$ cat config.mk
export PLATFORM = sky130hd
export DESIGN_NAME = lirq_router
export DESIGN_NICKNAME = d
export VERILOG_FILES = /design/src/rtl/lirq_pkg.sv /design/src/rtl/lirq_pend.sv /design/src/rtl/lirq_regs.sv /design/src/rtl/lirq_router.sv
export SDC_FILE = /design/constraint.sdc
export NUM_CORES = 1
export LEC_CHECK = 0
export BUFFER_PORTS_ARGS = -buffer_cell sky130_fd_sc_hd__buf_2
export CORE_ASPECT_RATIO = 1.75
export CORE_MARGIN = 4
export CORE_UTILIZATION = 44
export DETAILED_ROUTE_END_ITERATION = 8
export PLACE_DENSITY = 0.77
export SETUP_SLACK_MARGIN = 0.15
export SLEW_MARGIN = 40
export SYNTH_ARGS = -nofsm -noshare
export SYNTH_HDL_FRONTEND = slang
export SYNTH_SLANG_ARGS = --single-unit
$ cat constraint.sdc
create_clock -name clk -period 1.4 [get_ports clk]
set_input_delay 0.21 -clock clk [delete_from_list [all_inputs] [get_ports clk]]
set_output_delay 0.21 -clock clk [all_outputs]
set_load 0.02 [all_outputs]
$ cat src/rtl/lirq_pkg.sv
package lirq_pkg;
    localparam int N_CORES = 4;
    localparam int N_TMR   = 4;
    localparam int N_MBOX  = 4;
    localparam int BUS_W   = 32;
    localparam int ADDR_W  = 4;

    localparam int TMR_LSB  = 0;
    localparam int MBOX_LSB = TMR_LSB + N_TMR;
    localparam int GPU_BIT  = MBOX_LSB + N_MBOX;
    localparam int PMU_BIT  = GPU_BIT + 1;
    localparam int PEND_W   = PMU_BIT + 1;

    localparam int A_TEN_BASE  = 0;
    localparam int A_ROUTE_SET = A_TEN_BASE + N_CORES;
    localparam int A_ROUTE_CLR = A_ROUTE_SET + 1;
    localparam int A_PEND_BASE = 8;

    typedef struct packed {
        logic [N_CORES-1:0][N_TMR-1:0] ten;
        logic [N_CORES-1:0]            route;
        logic [BUS_W-1:0]              rdata;
    } lirq_state_t;
endpackage

$ cat src/rtl/lirq_pend.sv
module lirq_pend
    import lirq_pkg::*;
#(
    parameter bit GPU_HERE = 1'b0
) (
    input  logic [N_TMR-1:0]  tmr_i,
    input  logic [N_TMR-1:0]  ten_i,
    input  logic [N_MBOX-1:0] mbox_i,
    input  logic              gpu_i,
    input  logic              pmu_i,
    input  logic              route_i,
    output logic [PEND_W-1:0] pend_o,
    output logic              irq_o
);
    logic gpu_bit;

    generate
        if (GPU_HERE) begin : g_gpu
            assign gpu_bit = gpu_i;
        end else begin : g_nogpu
            assign gpu_bit = 1'b0;
        end
    endgenerate

    always_comb begin
        pend_o                        = '0;
        pend_o[TMR_LSB +: N_TMR]      = tmr_i & ten_i;
        pend_o[MBOX_LSB +: N_MBOX]    = mbox_i;
        pend_o[GPU_BIT]               = gpu_bit;
        pend_o[PMU_BIT]               = pmu_i & route_i;
        irq_o                         = |pend_o;
    end
endmodule

$ cat src/rtl/lirq_regs.sv
module lirq_regs
    import lirq_pkg::*;
(
    input  logic                           clk,
    input  logic                           rst_n,
    input  logic                           we_i,
    input  logic                           re_i,
    input  logic [ADDR_W-1:0]              addr_i,
    input  logic [BUS_W-1:0]               wdata_i,
    input  logic [N_CORES-1:0][PEND_W-1:0] pend_i,
    output logic [N_CORES-1:0][N_TMR-1:0]  ten_o,
    output logic [N_CORES-1:0]             route_o,
    output logic [BUS_W-1:0]               rdata_o
);
    lirq_state_t st_d, st_q;

    logic hit_set, hit_clr;
    assign hit_set = (addr_i == ADDR_W'(A_ROUTE_SET));
    assign hit_clr = (addr_i == ADDR_W'(A_ROUTE_CLR));

    always_comb begin
        st_d = st_q;
        if (we_i) begin
            for (int c = 0; c < N_CORES; c++) begin
                if (addr_i == ADDR_W'(A_TEN_BASE + c)) begin
                    st_d.ten[c] = wdata_i[N_TMR-1:0];
                end
            end
            if (hit_set) begin
                st_d.route = st_q.route | wdata_i[N_CORES-1:0];
            end
            if (hit_clr) begin
                st_d.route = st_q.route & ~wdata_i[N_CORES-1:0];
            end
        end
        if (re_i) begin
            st_d.rdata = '0;
            for (int c = 0; c < N_CORES; c++) begin
                if (addr_i == ADDR_W'(A_TEN_BASE + c)) begin
                    st_d.rdata[N_TMR-1:0] = st_q.ten[c];
                end
                if (addr_i == ADDR_W'(A_PEND_BASE + c)) begin
                    st_d.rdata[PEND_W-1:0] = pend_i[c];
                end
            end
            if (hit_set || hit_clr) begin
                st_d.rdata[N_CORES-1:0] = st_q.route;
            end
        end
    end

    always_ff @(posedge clk) begin
        if (!rst_n) begin
            st_q <= '0;
        end else begin
            st_q <= st_d;
        end
    end

    assign ten_o   = st_q.ten;
    assign route_o = st_q.route;
    assign rdata_o = st_q.rdata;

    p_route_set_r4: assert property (@(posedge clk) disable iff (!rst_n)
        (we_i && hit_set) |=>
        ((route_o & $past(wdata_i[N_CORES-1:0])) == $past(wdata_i[N_CORES-1:0])));

    p_route_clr_r5: assert property (@(posedge clk) disable iff (!rst_n)
        (we_i && hit_clr) |=> ((route_o & $past(wdata_i[N_CORES-1:0])) == '0));

    p_route_hold_r5: assert property (@(posedge clk) disable iff (!rst_n)
        !(we_i && (hit_set || hit_clr)) |=> $stable(route_o));

    p_ten_hold_r12: assert property (@(posedge clk) disable iff (!rst_n)
        !(we_i && (addr_i < ADDR_W'(A_TEN_BASE + N_CORES))) |=> $stable(ten_o));

    p_rdata_hold_r11: assert property (@(posedge clk) disable iff (!rst_n)
        !re_i |=> $stable(rdata_o));
endmodule

$ cat src/rtl/lirq_router.sv
module lirq_router
    import lirq_pkg::*;
(
    input  logic                      clk,
    input  logic                      rst_n,
    input  logic                      bus_wr,
    input  logic                      bus_rd,
    input  logic [ADDR_W-1:0]         bus_addr,
    input  logic [BUS_W-1:0]          bus_wdata,
    output logic [BUS_W-1:0]          bus_rdata,
    input  logic [N_CORES*N_TMR-1:0]  tmr_irq,
    input  logic [N_CORES*N_MBOX-1:0] mbox_irq,
    input  logic                      gpu_irq,
    input  logic [N_CORES-1:0]        pmu_irq,
    output logic [N_CORES-1:0]        core_irq
);
    logic [N_CORES-1:0][N_TMR-1:0]  ten;
    logic [N_CORES-1:0]             route;
    logic [N_CORES-1:0][PEND_W-1:0] pend;

    lirq_regs u_regs (
        .clk     (clk),
        .rst_n   (rst_n),
        .we_i    (bus_wr),
        .re_i    (bus_rd),
        .addr_i  (bus_addr),
        .wdata_i (bus_wdata),
        .pend_i  (pend),
        .ten_o   (ten),
        .route_o (route),
        .rdata_o (bus_rdata)
    );

    generate
        for (genvar c = 0; c < N_CORES; c++) begin : g_core
            lirq_pend #(.GPU_HERE(c == 0)) u_pend (
                .tmr_i   (tmr_irq[c*N_TMR +: N_TMR]),
                .ten_i   (ten[c]),
                .mbox_i  (mbox_irq[c*N_MBOX +: N_MBOX]),
                .gpu_i   (gpu_irq),
                .pmu_i   (pmu_irq[c]),
                .route_i (route[c]),
                .pend_o  (pend[c]),
                .irq_o   (core_irq[c])
            );
        end
    endgenerate

    p_gpu_core0_r7: assert property (@(posedge clk) disable iff (!rst_n)
        gpu_irq |-> core_irq[0]);

    p_rdata_upper_r9: assert property (@(posedge clk) disable iff (!rst_n)
        bus_rdata[BUS_W-1:PEND_W] == '0);

    p_mbox_irq_r10: assert property (@(posedge clk) disable iff (!rst_n)
        (mbox_irq[N_MBOX-1:0] != '0) |-> core_irq[0]);
endmodule

==> results of run 1 <==
[logic make-up (layout without fill, tap and decap cells)]
group	after synthesis	in the layout
flops	30	30
compound gates	64	64
mux	16	16
buf+inv	40	92
other cells	1	22
simple gates	74	74
[final timing paths]
| check | endpoint | cells past startpoint | startpoint | slack, ps |
|---|---|---|---|---|
| hold reg to reg | u_regs.rdata_o[5] | 2 | u_regs.rdata_o[5] | 460 |
| setup / recovery | core_irq[1] | 3 | u_regs.ten_o[6] | -140 |
| hold / removal | u_regs.rdata_o[8] | 3 | gpu_irq | 220 |
| setup reg to reg | u_regs.rdata_o[1] | 4 | u_regs.ten_o[5] | 310 |
[per-layer routing]
metal  routed length (µm)  up-vias  track usage [%]
met3                  477       25            4.336
met5                    0        -                0
met1                 1977      911            20.48
met4                  253        0            13.35
li1                     -      935                -
met2                 2983      102            37.92
[critical path: cells and delay by family, from the launching register on]
family | cells | cell delay [ps]
AO/OA/AOI/OAI | 1 | 410
buffers and inverters | 1 | 180
flip-flops | 1 | 330
AND/OR/NAND/NOR | 1 | 120
[Yosys cell counts]
library cell	number
dfxtp_1	30
buf_4	28
nand2_1	20
a21oi_1	17
nor2_1	17
o21ai_0	13
mux2i_1	12
nand3_1	10
nand2b_1	7
a311oi_1	4
buf_2	4
mux4_2	4
nand4_1	4
nor4_1	4
o211ai_1	4
o2bb2ai_1	4
a222oi_1	3
a22oi_1	3
a31oi_1	3
and2_1	3
clkbuf_1	3
a211oi_1	2
a21boi_0	2
a32oi_1	2
inv_1	2
o2111a_1	2
o221ai_1	2
o311a_1	2
a211o_1	1
and2b_1	1
and3_1	1
and3b_2	1
buf_6	1
clkinv_1	1
conb_1	1
inv_2	1
nand3b_1	1
nand4b_1	1
nor3b_2	1
nor3b_4	1
or2_2	1
or3b_1	1
[power by group]
group / internal [mW] / leakage (nW) / switching, mW / total [mW]
Sequential: 0.872 / 0.244 / 0.0116 / 0.884
Clock: 0.395 / 0.0472 / 0.350 / 0.745
Combinational: 0.156 / 0.736 / 0.244 / 0.400
Total: 1.42 / 1.03 / 0.605 / 2.03
[through the flow]
stage          utilization (%)  power [mW]  hold WS (ps)  instance area, µm²  setup TNS, ps
2_1_floorplan                -       1.169         319.7                1987              0
3_3_place_gp             53.81       1.289         444.8                2233         -17.42
3_5_place_dp             53.81       1.291         447.9                2233         -81.45
4_1_cts                  56.10       2.034         209.4                2328         -485.1
5_1_grt                  56.65       2.107         231.4                2351         -707.8
6_report                 56.65       2.028         217.4                2351         -429.0
[final cells by class]
class                   count  area [µm²]  share of cell area, %
clock inverters             2       12.51                 0.5322
repair buffers             80       451.7                  19.21
well taps                  49       61.31                  2.608
multi-input cells         176        1125                  47.84
flip-flops and latches     30       603.1                  25.65
inverters                   4       15.01                 0.6386
clock buffers               6       82.58                  3.513
[timing repair]
| item | 4_1_cts | 5_1_grt |
|---|---|---|
| endpoints found under the setup margin | 4 | 4 |
| setup buffers | 0 | 1 |
| hold buffers | 0 | 0 |
| gates resized for setup | 0 | 5 |
==> metrics.yaml, run 1 <==
run_status: "finished, violations left"
violations: "negative setup slack"
dp.cells: 338
grt_overflow_total: 0
die_x_um: 57.78
cap_violations: 0
cts.clk_slew.worst_paths_ps: 70
p_per_area_mw_per_mm2: 862.4
cp_slowest_cell: "a222oi_1"
drv_slew: 0
p_leak_nw: 1.027
endpoint_kind: "output port"
wl_um: 5692
place.gp.congestion: 0.9103
cp_max_fo: 3
yosys_warnings: 0
crit_required_ps: 1190
initialDrtViolationCount: 88
num_rows: 31
synth-simple-area-share_pct: 20.33
io_pins: 113
h-tree-depth: 2
grt_pass1_vias: 1911
clock.fmax_mhz: 650.1
viasPerCell: 5.686
peakVddDrop_mv: 0.7759
fillCellCount: 405
synthMuxAreaShare_pct: 11.02
preCtsSetupSlack_ps: -28.28
skew_ps: 3.148
final_cell_mix: "buf_2, dfxtp_1, conb_1"
synth_largest_area_cell: "dfxtp_1"
ys_ff_latch: 30
grt_max_degree: 16
setup_ws_ps: -138.3
synth_compound_area_share_pct: 22.95
cts.path.max_buffers: 2
cp.arrival_ps: 1330
grt_pass1_wl_um: 8652
drtPass1Iterations: 5
netlist_area_mm2: 0.001908
cts.sinks: 30
vias: 1973
final_common_cell: "buf_2"
io_buffers: 62
antenna_left: 0
n_antenna_cell: 0
drc: 0
finalNonFillerCells: 347
root_buffer: "clkbuf_8"
ys_types: 42
path_cells: "a222oi_1 -> nand3_1 -> buf_2"
nNetsFinal: 374
cts_buffers: 5
synth_seq_area_share_pct: 31.48
detailed_place_hpwl_um: 4567
grt_usage_pct: 20.73
final.min_clock_period_ps: 1538
initial_core_util_pct: 45.98
wl_per_cell_um: 16.40
synth_top_area_share_pct: 31.48
antenna_found_initial: 0
yosys-top-cells-area: "dfxtp_1, buf_4, mux2i_1"
hp-class: "primary input to register"
synth-xor-area-share_pct: 0
die_y_um: 95.12
area_growth_pct: 23.21
grt_setup_unrepaired: "yes"
crit_path_start_kind: "register"
core_mm2: 0.004150
layout-drive-gt1-share_pct: 33.56
syn_area_per_cell_um2: 8.480
max_stage_delay_ps: 410
die_area_mm2: 0.005496
path_class: "register to output port"
synthCells: 225
clock_latency_ps: 290
setup_viol: 4
post-route-period-util_pct: 109.9
synth_top_family_by_area: "compound AO/OA/AOI/OAI gates"
hold_viol_final: 0
synth_fa_ha_area_share_pct: 0
cts_tree: "built"
(Power assumes the default switching activity.)
==> run 2: changes to the inputs <==
--- a/config.mk
+++ b/config.mk
@@ -6,13 +6,13 @@
 export NUM_CORES = 1
 export LEC_CHECK = 0
 export BUFFER_PORTS_ARGS = -buffer_cell sky130_fd_sc_hd__buf_2
-export CORE_ASPECT_RATIO = 1.75
 export CORE_MARGIN = 4
-export CORE_UTILIZATION = 44
+export CORE_UTILIZATION = 47
 export DETAILED_ROUTE_END_ITERATION = 8
 export PLACE_DENSITY = 0.77
 export SETUP_SLACK_MARGIN = 0.15
 export SLEW_MARGIN = 40
 export SYNTH_ARGS = -nofsm -noshare
 export SYNTH_HDL_FRONTEND = slang
+export SYNTH_HIERARCHICAL = 1
 export SYNTH_SLANG_ARGS = --single-unit
==> metrics.yaml, run 2 <==
finalNonFillerCells: 437  # +26%
n_antenna_cell: 0  # unchanged
comb_power_share_pct: 25.3  # +5.6 points
die_y_um: 78.77  # -17%
cap_violations: 0  # unchanged
cts_hold_buf: 0  # unchanged
initial_core_util_pct: 49.18  # +3.2 points
hold_viol_final: 0  # unchanged
post-route-period-util_pct: 144.9  # +35 points
layout-drive-gt1-share_pct: 47.03  # +13 points
viasPerCell: 5.380  # -5.4%
yosys-top-cells-area: "dfxtp_1, buf_4, a21oi_1"
whs_path_depth: 3  # unchanged
wl_per_cell_um: 16.16  # -1.5%
nNetsFinal: 446  # +19%
place.gp.congestion: 0.9100  # about the same
ys_types: 50  # +19%
p_sw_mw: 0.6461  # +6.8%
die_x_um: 78.77  # +36%
violations: "negative setup slack"
final.min_clock_period_ps: 2029  # +491.0 ps
clock.fmax_mhz: 492.8  # -24%
grt_max_degree: 17  # +1
drv_slew: 0  # unchanged
synth_largest_area_cell: "dfxtp_1"
antenna_found_initial: 0  # unchanged
die_area_mm2: 0.006204  # +13%
p_leak_nw: 1.397  # +36%
setup_ws_ps: -629.2  # -491.0 ps
area_growth_pct: 33.28
clockPowerShare_pct: 33.8  # -2.9 points
p_sw_share_pct: 29.91  # +0.059 points
intPower_mw: 1.514  # +6.5%
initialDrtViolationCount: 147  # +67%
holdWs_ps: 218.5  # +1.130 ps
power_mw: 2.161  # +6.6%
grt_pass1_vias: 2323  # +22%
stdcell_area_mm2: 0.003137  # +33%
grt_setup_unrepaired: "yes"
vias: 2351  # +19%
endpoint_kind: "output port"
cts_tree: "built"
cp.arrival_ps: 1820  # +490 ps
cts_buffers: 5  # unchanged
syn_area_per_cell_um2: 8.316  # -1.9%
ys_dominant_reg_cell: "dfxtp_1"
cts.clk_slew.worst_paths_ps: 60  # about the same
cts.sinks: 30  # unchanged
drtPass1Iterations: 7  # +2
wl_um: 7061  # +24%
h-tree-depth: 2  # unchanged
dp.cells: 427  # +26%
final_common_cell: "buf_2"
synth_top_area_share_pct: 25.52  # -6.0 points
p_seq_share_pct: 40.9  # -2.7 points
io_pins: 113  # unchanged
drc: 0  # unchanged
cts.path.max_buffers: 2  # unchanged
io_buffers: 62  # unchanged
p_per_area_mw_per_mm2: 688.8  # -20%
synth-edff-count: 0  # unchanged
final_cell_mix: "buf_2, buf_4, conb_1"
skew_ps: 4.720  # +1.572 ps
synth_seq_area_share_pct: 25.52  # -6.0 points
cp_max_fo: 2  # -1
setup_viol: 4  # unchanged
run_status: "finished, violations left"
async_flop_share_pct: 0  # unchanged
ff2ff_path_depth: 5  # +1
synthCells: 283  # +26%
postPlaceCellArea_mm2: 0.002873  # +29%
crit_required_ps: 1190  # about the same
core_mm2: 0.004786  # +15%
ys_ff_latch: 30  # unchanged
crit_path_start_kind: "register"
grt_pass1_wl_um: 10780  # +25%
grt_usage_pct: 22.09  # +1.4 points
peakVddDrop_mv: 0.4181  # -46%
grt_overflow_total: 0  # unchanged
clock_latency_ps: 290  # about the same
preCtsSetupSlack_ps: -558.8  # -530.5 ps
hp-class: "primary input to register"
num_rows: 25  # -19%
path_class: "register to output port"
detailed_place_hpwl_um: 5407  # +18%
yosys_warnings: 6  # +6
root_buffer: "clkbuf_8"
netlist_area_mm2: 0.002354  # +23%
synth_common_cells: "buf_4, dfxtp_1, a21oi_1"
antenna_left: 0  # unchanged
yosysMostFrequentCell: "buf_4"
==> run 2: cell types whose count changed after synthesis, sizes merged, moves of 6 or more <==
cell	previous run	this run
a21oi	17	25
and2	3	20
buf	33	52
nand2	20	11
nor2	17	23
nor2b	0	14
o21ai	13	6
==> run 2: layout make-up <==
class                      instances  area [µm²]
timing repair buffer             117       789.5
clock inverter                     1       5.005
multi-input combinational        209        1536
clock buffer                       7       86.33
inverter                           6       22.52
fill                             398        1649
sequential                        30       613.1
tap                               67       83.83
==> run 2: layer usage <==
layer,global-route usage (%),share of wire [%],vias up
met2,38.71,49,112
met3,4.875,7.3,18
li1,-,-,1118
met5,0,0,-
met1,26.42,41,1103
met4,7.867,2.5,0
==> run 2: path summary, 6_finish.rpt <==
check	start	end	slack [ps]
min	rst_n	u_regs/rdata_o[0]	220
max	u_regs/ten_o[14]	core_irq[3]	-630
min reg2reg	u_regs/ten_o[8]	u_regs/ten_o[8]	470
max reg2reg	u_regs/ten_o[11]	u_regs/rdata_o[3]	30
==> run 2: what timing repair did <==
item                       in CTS  in global routing
buffers inserted                0                  2
gates resized for setup        15                 36
pin swaps                       4                 19
setup endpoints to repair      14                 13
==> run 2: logic make-up (layout without fill, tap and decap cells) <==
logic type | count (synthesis) | count (layout) | share of synthesized area [%]
buffers and inverters | 65 | 131 | 18.39
other | 4 | 25 | 0.6378
AO/OA/AOI/OAI | 62 | 62 | 17.81
multiplexers | 19 | 19 | 11.70
AND/OR/NAND/NOR | 103 | 103 | 25.94
flip-flops | 30 | 30 | 25.52
==> run 2: critical path: stages (launching register included) <==
cell and delay [ps]:
dfxtp_1 310, a222oi_1 440, buf_4 180, or4b_4 440, buf_2 170
==> run 2: power groups by stage <==
stage	sequential, mW	clock [mW]	combinational [mW]
2_1_floorplan	0.916	0	0.353
3_3_place_gp	0.900	0	0.489
3_5_place_dp	0.901	0	0.497
4_1_cts	0.882	0.752	0.510
5_1_grt	0.885	0.802	0.584
6_report	0.883	0.731	0.546
==> run 2: metrics by stage <==
stage | TNS (ps) | utilization, %
global route | -2547 | 65.54
finish | -2286 | 65.54
global placement | -3278 | 60.03
CTS | -2274 | 62.85
floorplan | -691.7 | -
detailed placement | -3704 | 60.03
